===== src/rtl/uw_pkg.sv =====
package uw_pkg;
  typedef enum logic [2:0] {
    K_WRITE, K_ERASE, K_EWEN, K_EWDS, K_ERAL, K_WRAL
  } kind_e;

  typedef enum logic [2:0] {
    S_IDLE, S_HDR, S_DATA, S_READ, S_DONE
  } state_e;

  localparam logic [1:0] OP_READ  = 2'b10;
  localparam logic [1:0] OP_WRITE = 2'b01;
  localparam logic [1:0] OP_ERASE = 2'b11;

  localparam logic [1:0] SUB_EWEN = 2'b11;
  localparam logic [1:0] SUB_ERAL = 2'b10;
  localparam logic [1:0] SUB_WRAL = 2'b01;
endpackage


===== src/rtl/uw_edge.sv =====
module uw_edge (
  input  logic clk,
  input  logic rst_n,
  input  logic sclk_i,
  output logic rise_o
);
  logic sclk_q;

  always_ff @(posedge clk) begin
    if (!rst_n) sclk_q <= 1'b0;
    else        sclk_q <= sclk_i;
  end

  assign rise_o = sclk_i & ~sclk_q;

  // one detected edge per serial-clock high phase
  assert_single_rise_R1: assert property (@(posedge clk) disable iff (!rst_n)
    rise_o |=> !rise_o);
endmodule


===== src/rtl/uw_frame.sv =====
module uw_frame
  import uw_pkg::*;
#(
  parameter int ADDR_W = 6,
  parameter int DATA_W = 16
) (
  input  logic              clk,
  input  logic              rst_n,
  input  logic              cs_i,
  input  logic              di_i,
  input  logic              rise_i,
  output logic              cmd_vld_o,
  output kind_e             kind_o,
  output logic [ADDR_W-1:0] addr_o,
  output logic [DATA_W-1:0] data_o,
  output logic              rd_load_o,
  output logic              sh_en_o,
  output logic              rd_active_o
);
  localparam int HDR_BITS = ADDR_W + 2;
  localparam int MAXB     = (DATA_W > HDR_BITS) ? DATA_W : HDR_BITS;
  localparam int CNT_W    = $clog2(MAXB + 1);

  state_e              state_q;
  logic [CNT_W-1:0]    cnt_q;
  logic [HDR_BITS-2:0] hdr_q;
  logic [DATA_W-1:0]   dat_q;
  logic [ADDR_W-1:0]   addr_q;
  kind_e               kind_q;
  logic                cmd_vld_q, rd_load_q, sh_en_q;

  logic [HDR_BITS-1:0] hdr_full;
  logic [1:0]          op;
  logic [ADDR_W-1:0]   a_in;
  logic [1:0]          sub;
  logic [DATA_W-1:0]   data_full;
  logic                hdr_last, data_last;

  always_comb begin
    hdr_full  = {hdr_q, di_i};
    op        = hdr_full[HDR_BITS-1 -: 2];
    a_in      = hdr_full[ADDR_W-1:0];
    sub       = a_in[ADDR_W-1 -: 2];
    data_full = {dat_q[DATA_W-2:0], di_i};
    hdr_last  = (cnt_q == CNT_W'(HDR_BITS - 1));
    data_last = (cnt_q == CNT_W'(DATA_W - 1));
  end

  always_ff @(posedge clk) begin
    if (!rst_n) begin
      state_q   <= S_IDLE;
      cnt_q     <= '0;
      hdr_q     <= '0;
      dat_q     <= '0;
      addr_q    <= '0;
      kind_q    <= K_EWDS;
      cmd_vld_q <= 1'b0;
      rd_load_q <= 1'b0;
      sh_en_q   <= 1'b0;
    end else begin
      cmd_vld_q <= 1'b0;
      rd_load_q <= 1'b0;
      sh_en_q   <= 1'b0;
      if (!cs_i) begin
        state_q <= S_IDLE;
        cnt_q   <= '0;
      end else if (rise_i) begin
        case (state_q)
          S_IDLE: begin
            if (di_i) begin
              state_q <= S_HDR;
              cnt_q   <= '0;
            end
          end
          S_HDR: begin
            hdr_q <= hdr_full[HDR_BITS-2:0];
            cnt_q <= cnt_q + 1'b1;
            if (hdr_last) begin
              cnt_q  <= '0;
              addr_q <= a_in;
              case (op)
                OP_READ: begin
                  state_q   <= S_READ;
                  rd_load_q <= 1'b1;
                end
                OP_WRITE: begin
                  kind_q  <= K_WRITE;
                  state_q <= S_DATA;
                end
                OP_ERASE: begin
                  kind_q    <= K_ERASE;
                  cmd_vld_q <= 1'b1;
                  state_q   <= S_DONE;
                end
                default: begin
                  case (sub)
                    SUB_EWEN: begin
                      kind_q    <= K_EWEN;
                      cmd_vld_q <= 1'b1;
                      state_q   <= S_DONE;
                    end
                    SUB_ERAL: begin
                      kind_q    <= K_ERAL;
                      cmd_vld_q <= 1'b1;
                      state_q   <= S_DONE;
                    end
                    SUB_WRAL: begin
                      kind_q  <= K_WRAL;
                      state_q <= S_DATA;
                    end
                    default: begin
                      kind_q    <= K_EWDS;
                      cmd_vld_q <= 1'b1;
                      state_q   <= S_DONE;
                    end
                  endcase
                end
              endcase
            end
          end
          S_DATA: begin
            dat_q <= data_full;
            cnt_q <= cnt_q + 1'b1;
            if (data_last) begin
              cnt_q     <= '0;
              cmd_vld_q <= 1'b1;
              state_q   <= S_DONE;
            end
          end
          S_READ:  sh_en_q <= 1'b1;
          default: ;
        endcase
      end
    end
  end

  assign cmd_vld_o   = cmd_vld_q;
  assign kind_o      = kind_q;
  assign addr_o      = addr_q;
  assign data_o      = dat_q;
  assign rd_load_o   = rd_load_q;
  assign sh_en_o     = sh_en_q;
  assign rd_active_o = (state_q == S_READ);

  // deselect returns the frame to waiting for a start bit, issuing nothing
  assert_abort_idle_R9: assert property (@(posedge clk) disable iff (!rst_n)
    !cs_i |=> (state_q == S_IDLE) && !cmd_vld_q && !rd_load_q);

  // the bit counter stays inside the longest field
  assert_cnt_range_R1: assert property (@(posedge clk) disable iff (!rst_n)
    cnt_q < CNT_W'(MAXB));

  // no command can be issued without a serial-clock edge before it
  assert_cmd_after_edge_R1: assert property (@(posedge clk) disable iff (!rst_n)
    (!rise_i || !cs_i) |=> !cmd_vld_q && !rd_load_q);
endmodule


===== src/rtl/uw_array.sv =====
module uw_array
  import uw_pkg::*;
#(
  parameter int ADDR_W = 6,
  parameter int DATA_W = 16
) (
  input  logic              clk,
  input  logic              rst_n,
  input  logic              cmd_vld_i,
  input  kind_e             kind_i,
  input  logic [ADDR_W-1:0] addr_i,
  input  logic [DATA_W-1:0] data_i,
  output logic [DATA_W-1:0] rdata_o
);
  localparam int DEPTH = 1 << ADDR_W;

  logic [DEPTH-1:0][DATA_W-1:0] mem_q;
  logic                         wen_q;
  logic [DATA_W-1:0]            wr_val;
  logic                         wr_go, all_words, one_word;

  always_comb begin
    wr_go     = cmd_vld_i && wen_q;
    all_words = (kind_i == K_ERAL) || (kind_i == K_WRAL);
    one_word  = (kind_i == K_WRITE) || (kind_i == K_ERASE);
    wr_val    = ((kind_i == K_WRITE) || (kind_i == K_WRAL)) ? data_i : '1;
  end

  always_ff @(posedge clk) begin
    if (!rst_n) begin
      wen_q <= 1'b0;
    end else if (cmd_vld_i) begin
      if (kind_i == K_EWEN)      wen_q <= 1'b1;
      else if (kind_i == K_EWDS) wen_q <= 1'b0;
    end
  end

  for (genvar w = 0; w < DEPTH; w++) begin : g_word
    logic hit;
    assign hit = wr_go && (all_words || (one_word && (addr_i == ADDR_W'(w))));
    always_ff @(posedge clk) begin
      if (!rst_n)   mem_q[w] <= '1;
      else if (hit) mem_q[w] <= wr_val;
    end
  end

  assign rdata_o = mem_q[addr_i];

  // a cleared latch freezes the whole array
  assert_locked_R7: assert property (@(posedge clk) disable iff (!rst_n)
    !wen_q |=> $stable(mem_q));

  // the disable variant always leaves the latch clear
  assert_ewds_R5: assert property (@(posedge clk) disable iff (!rst_n)
    (cmd_vld_i && kind_i == K_EWDS) |=> !wen_q);

  // an enabled erase-all leaves every word at all ones
  assert_eral_R6: assert property (@(posedge clk) disable iff (!rst_n)
    (cmd_vld_i && wen_q && kind_i == K_ERAL) |=> (mem_q == '1));

  // an enabled single-word write lands at its address
  assert_write_R3: assert property (@(posedge clk) disable iff (!rst_n)
    (cmd_vld_i && wen_q && kind_i == K_WRITE) |=> (mem_q[$past(addr_i)] == $past(data_i)));
endmodule


===== src/rtl/uw_serial.sv =====
module uw_serial #(
  parameter int DATA_W = 16
) (
  input  logic              clk,
  input  logic              rst_n,
  input  logic              cs_i,
  input  logic              load_i,
  input  logic              shift_i,
  input  logic [DATA_W-1:0] word_i,
  output logic              bit_o
);
  logic [DATA_W:0] sh_q;

  always_ff @(posedge clk) begin
    if (!rst_n || !cs_i) sh_q <= '0;
    else if (load_i)     sh_q <= {1'b0, word_i};
    else if (shift_i)    sh_q <= {sh_q[DATA_W-1:0], 1'b0};
  end

  assign bit_o = sh_q[DATA_W];

  // the first bit presented after a read is loaded is the leading zero
  assert_dummy_zero_R2: assert property (@(posedge clk) disable iff (!rst_n)
    (load_i && cs_i) |=> !bit_o);

  // with select low the shifter holds nothing to send
  assert_idle_clear_R9: assert property (@(posedge clk) disable iff (!rst_n)
    (!cs_i && !load_i && !shift_i) |=> (sh_q == '0));
endmodule


===== src/rtl/uwire_eeprom.sv =====
module uwire_eeprom
  import uw_pkg::*;
#(
  parameter int ADDR_W = 6,
  parameter int DATA_W = 16
) (
  input  logic clk,
  input  logic rst_n,
  input  logic sel_i,
  input  logic sclk_i,
  input  logic sdi_i,
  output logic sdo_o,
  output logic sdo_oe_o
);
  logic              rise;
  logic              cmd_vld, rd_load, sh_en, rd_active, out_bit;
  kind_e             kind;
  logic [ADDR_W-1:0] addr;
  logic [DATA_W-1:0] wdata, rdata;

  uw_edge u_edge (
    .clk    (clk),
    .rst_n  (rst_n),
    .sclk_i (sclk_i),
    .rise_o (rise)
  );

  uw_frame #(.ADDR_W(ADDR_W), .DATA_W(DATA_W)) u_frame (
    .clk         (clk),
    .rst_n       (rst_n),
    .cs_i        (sel_i),
    .di_i        (sdi_i),
    .rise_i      (rise),
    .cmd_vld_o   (cmd_vld),
    .kind_o      (kind),
    .addr_o      (addr),
    .data_o      (wdata),
    .rd_load_o   (rd_load),
    .sh_en_o     (sh_en),
    .rd_active_o (rd_active)
  );

  uw_array #(.ADDR_W(ADDR_W), .DATA_W(DATA_W)) u_array (
    .clk       (clk),
    .rst_n     (rst_n),
    .cmd_vld_i (cmd_vld),
    .kind_i    (kind),
    .addr_i    (addr),
    .data_i    (wdata),
    .rdata_o   (rdata)
  );

  uw_serial #(.DATA_W(DATA_W)) u_serial (
    .clk     (clk),
    .rst_n   (rst_n),
    .cs_i    (sel_i),
    .load_i  (rd_load),
    .shift_i (sh_en),
    .word_i  (rdata),
    .bit_o   (out_bit)
  );

  assign sdo_oe_o = sel_i & rd_active;
  assign sdo_o    = sdo_oe_o & out_bit;

  // the output is driven only while a read frame is active
  assert_drive_only_read_R9: assert property (@(posedge clk) disable iff (!rst_n)
    sdo_o |-> (sel_i && u_frame.rd_active_o));
endmodule


===== config.mk =====
export PLATFORM = sky130hd
export DESIGN_NAME = uwire_eeprom
export DESIGN_NICKNAME = d
export VERILOG_FILES = /design/src/rtl/uw_pkg.sv /design/src/rtl/uw_edge.sv /design/src/rtl/uw_frame.sv /design/src/rtl/uw_array.sv /design/src/rtl/uw_serial.sv /design/src/rtl/uwire_eeprom.sv
export SDC_FILE = /design/constraint.sdc
export NUM_CORES = 2
export LEC_CHECK = 0
export BUFFER_PORTS_ARGS = -buffer_cell sky130_fd_sc_hd__clkbuf_2
export CORE_ASPECT_RATIO = 0.8
export CORE_UTILIZATION = 60
export CTS_CLUSTER_DIAMETER = 150
export DETAILED_ROUTE_END_ITERATION = 10
export PLACE_DENSITY = 0.76
export SYNTH_ARGS = -nofsm -noshare
export SYNTH_HDL_FRONTEND = slang
export SYNTH_SLANG_ARGS = --single-unit

===== constraint.sdc =====
create_clock -name clk -period 6.2 [get_ports clk]
set_input_delay 0.62 -clock clk [delete_from_list [all_inputs] [get_ports clk]]
set_output_delay 0.62 -clock clk [all_outputs]
set_load 0.02 [all_outputs]

==> qor.txt <==
Post-CTS Hold Buffers: 0
Register area share after synthesis: 47.47%
Port Buffers: 6
Share of layout cells above drive strength 1: 15.51%
Period utilization: 56.66%
Area share of the largest cell type after synthesis: 47.47%
R2R setup slack: 2.69 ns
Max Buffers Root-to-Sink: 3
Final WL: 124700 um
GRT overflow: 0
Mapped Cells: 4605
Status: finished with violations
Die Wd: 310.9 um
Ranking of synthesized cells by area: dfxtp_1, o211ai_1, mux4_2
CTS buffer count: 101
Post-CTS setup buffer count: 0
Syn-to-layout area delta: 8.471%
Unrepaired setup endpoints after global routing: false
Hpwl dp: 72670 um
Depth of the worst register-to-register path: 5
Iteration-0 DRC Markers: 4267
Worst-Margin Slew: 1.580 ns
Die area: 77450 um^2
Largest net degree at the start of global routing: 224
Syn Area/Cell: 9.946 um^2
Root buffer cell: clkbuf_16
Pleak: 21.67 nW
Seq cells post-synth: 1086
Power Dens Cells: 276.4 nW/um^2
Worst VDD drop: 262.3 uV
Leading area contributor after synthesis: dfxtp_1
Synthesized Nets: 4618
Final hold viol count: 0
Clk pin slew, worst setup/hold paths: 0.07 ns
Share of synthesized registers carrying an async set or reset: 0%
Total number of vias: 35460
Vias per cell: 6.602
Setup Skew: 0.03194 ns
Gpl congestion: 0.9660
Tmin final: 3.513 ns
# clock sinks: 1086
Clk_lat worst skew: 0.69 ns
Vias in the first global route: 33000
Reg2reg end: u_serial.sh_q[3]
Crit path DAT: 4.09 ns
CTS tree: yes
Setup TNS: 0 ns
Largest fanout on the critical path: 54
Ys flop type: dfxtp_1
Cell area after synthesis: 45800 um^2
First-pass DRT Iterations: 8
Req. time, crit path: 6.77 ns
Failing checks: max-capacitance violations, max-slew violations
Num ports: 7
Worst Setup End Kind: register
Crit Path Class: register to register
Synth warn: 0
Post-synth cell types: 53
Die height: 249.1 um
Fill cells: 5838
Max Clock Freq: 284.6 MHz
Number of synthesized flops with an enable pin: 0
Max_cap viols: 1
Startpoint Class: register
Max-slew violation count: 16
Nets: 4284
Worst r2r src: u_frame.addr_o[0]
H-tree Lvls: 3
Final ANT Viol Nets: 0
Core area: 75450 um^2
DRC: 0
Row cnt: 90
Post-cts gate resize count: 0
GRT Total Usage: 31.86%
Worst min-delay path endpoint: u_edge.sclk_q
Worst slew margin: -5.574%
WL/cell: 23.21 um
Fin util: 65.85%
Antenna violations before repair: 1
Initial Utilization: 60.70%
Final setup fails: 0
Most common cell in the synthesized netlist: dfxtp_1
Worst hold start: sclk_i
Global-route wire length before repair: 195900 um
Commonest cells in the netlist: dfxtp_1, nand2_1, o211ai_1, clkbuf_1, mux4_2
Worst hold path class: input port to register
Hold Path Depth: 2
==> final cells by class <==
| cell class | count | area [um^2] | area share, % |
|---|---|---|---|
| Antenna cell | 1 | 2.502 | 0.005037 |
| Tap cell | 1012 | 1266 | 2.549 |
| Sequential cell | 1086 | 21750 | 43.79 |
| Timing Repair Buffer | 104 | 888.4 | 1.788 |
| Multi-Input combinational cell | 2956 | 22140 | 44.56 |
| Clock buffer | 144 | 2934 | 5.906 |
| Inverter | 22 | 82.58 | 0.1662 |
| Clock inverter | 46 | 614.3 | 1.237 |
==> worst max-delay path, stage by stage, from the launching register on <==
cell	delay [ns]
dfxtp_4	0.80
buf_4	0.89
mux4_2	0.62
mux2i_1	0.45
a21oi_1	0.29
o211a_1	0.28
==> worst max-delay path by stage <==
stage	start	endpoint	slack, ns
6_report	u_frame.addr_o[0]	u_serial.sh_q[3]	2.69
5_1_grt	u_frame.addr_o[0]	u_serial.sh_q[13]	2.54
2_1_floorplan	u_frame.addr_o[1]	u_serial.sh_q[4]	4.06
3_5_place_dp	u_frame.addr_o[0]	u_serial.sh_q[3]	2.78
3_3_place_gp	u_frame.addr_o[0]	u_serial.sh_q[3]	2.78
4_1_cts	u_frame.addr_o[0]	u_serial.sh_q[3]	2.77
==> cell families after synthesis <==
| kind of cell | share of synthesized area, % |
|---|---|
| flip-flops | 47.47 |
| adder cells (fa/ha/maj) | 0.2186 |
| buffers and inverters | 5.048 |
| multiplexers | 15.86 |
| XOR/XNOR | 0.03825 |
| AND/OR/NAND/NOR | 11.31 |
| AO/OA/AOI/OAI | 20.06 |
==> through the flow <==
stage / std cells / power [W] / area (um^2) / worst slack, ns / hold WS [ns]
floorplan: 4605 / 0.007238 / 45800 / 4.056 / 0.4472
global placement: 5180 / 0.007266 / 46130 / 2.782 / 0.4574
detailed placement: 5180 / 0.007264 / 46130 / 2.784 / 0.4630
CTS: 5370 / 0.01378 / 49680 / 2.767 / 0.1573
global route: 5370 / 0.01409 / 49680 / 2.540 / 0.1929
finish: 5371 / 0.01373 / 49680 / 2.687 / 0.1730
==> state kept, by name, indices dropped and copies added, names as in the netlist <==
signal	count
u_array.mem_q	1024
u_array.wen_q	1
u_edge.sclk_q	1
u_frame.addr_o	6
u_frame.cmd_vld_o	1
u_frame.cnt_q	5
u_frame.data_o	16
u_frame.hdr_q	7
u_frame.kind_o	3
u_frame.rd_load_o	1
u_frame.sh_en_o	1
u_frame.state_q	3
u_serial.sh_q	17
==> cell usage in the layout (no fill, tap or decap), types with 8 or more instances in the layout <==
cell type / instances
nor4_1: 10
buf_4: 89
ha_1: 8
clkinv_2: 19
a22o_1: 15
clkbuf_1: 23
clkbuf_16: 105
mux2i_1: 91
buf_12: 9
nor2_1: 104
mux2_2: 60
nor2b_1: 47
o221ai_1: 15
a211o_1: 15
dfxtp_1: 1081
o21ai_0: 21
o21ai_2: 62
nor2_4: 16
o211a_1: 16
a21oi_1: 68
o211ai_1: 1024
clkbuf_8: 16
mux4_2: 252
inv_1: 22
nand2_1: 1044
bufinv_16: 13
==> power breakdown <==
group / switching, W / internal (W) / total [W]
clock network: 0.00277 / 0.00385 / 0.00662
logic: 0.000115 / 0.0000205 / 0.000135
registers: 0.000000597 / 0.00697 / 0.00697
total: 0.00289 / 0.0108 / 0.0137
==> per-layer routing <==
metal	vias up	GRT usage, %	part of all wire [%]
li1	16340	-	-
met1	17300	46.78	44
met4	0	10.77	3.2
met5	-	0.06143	0
met3	248	6.968	9.6
met2	1570	46.42	43
No activity file was read; power rests on OpenSTA's default activity.
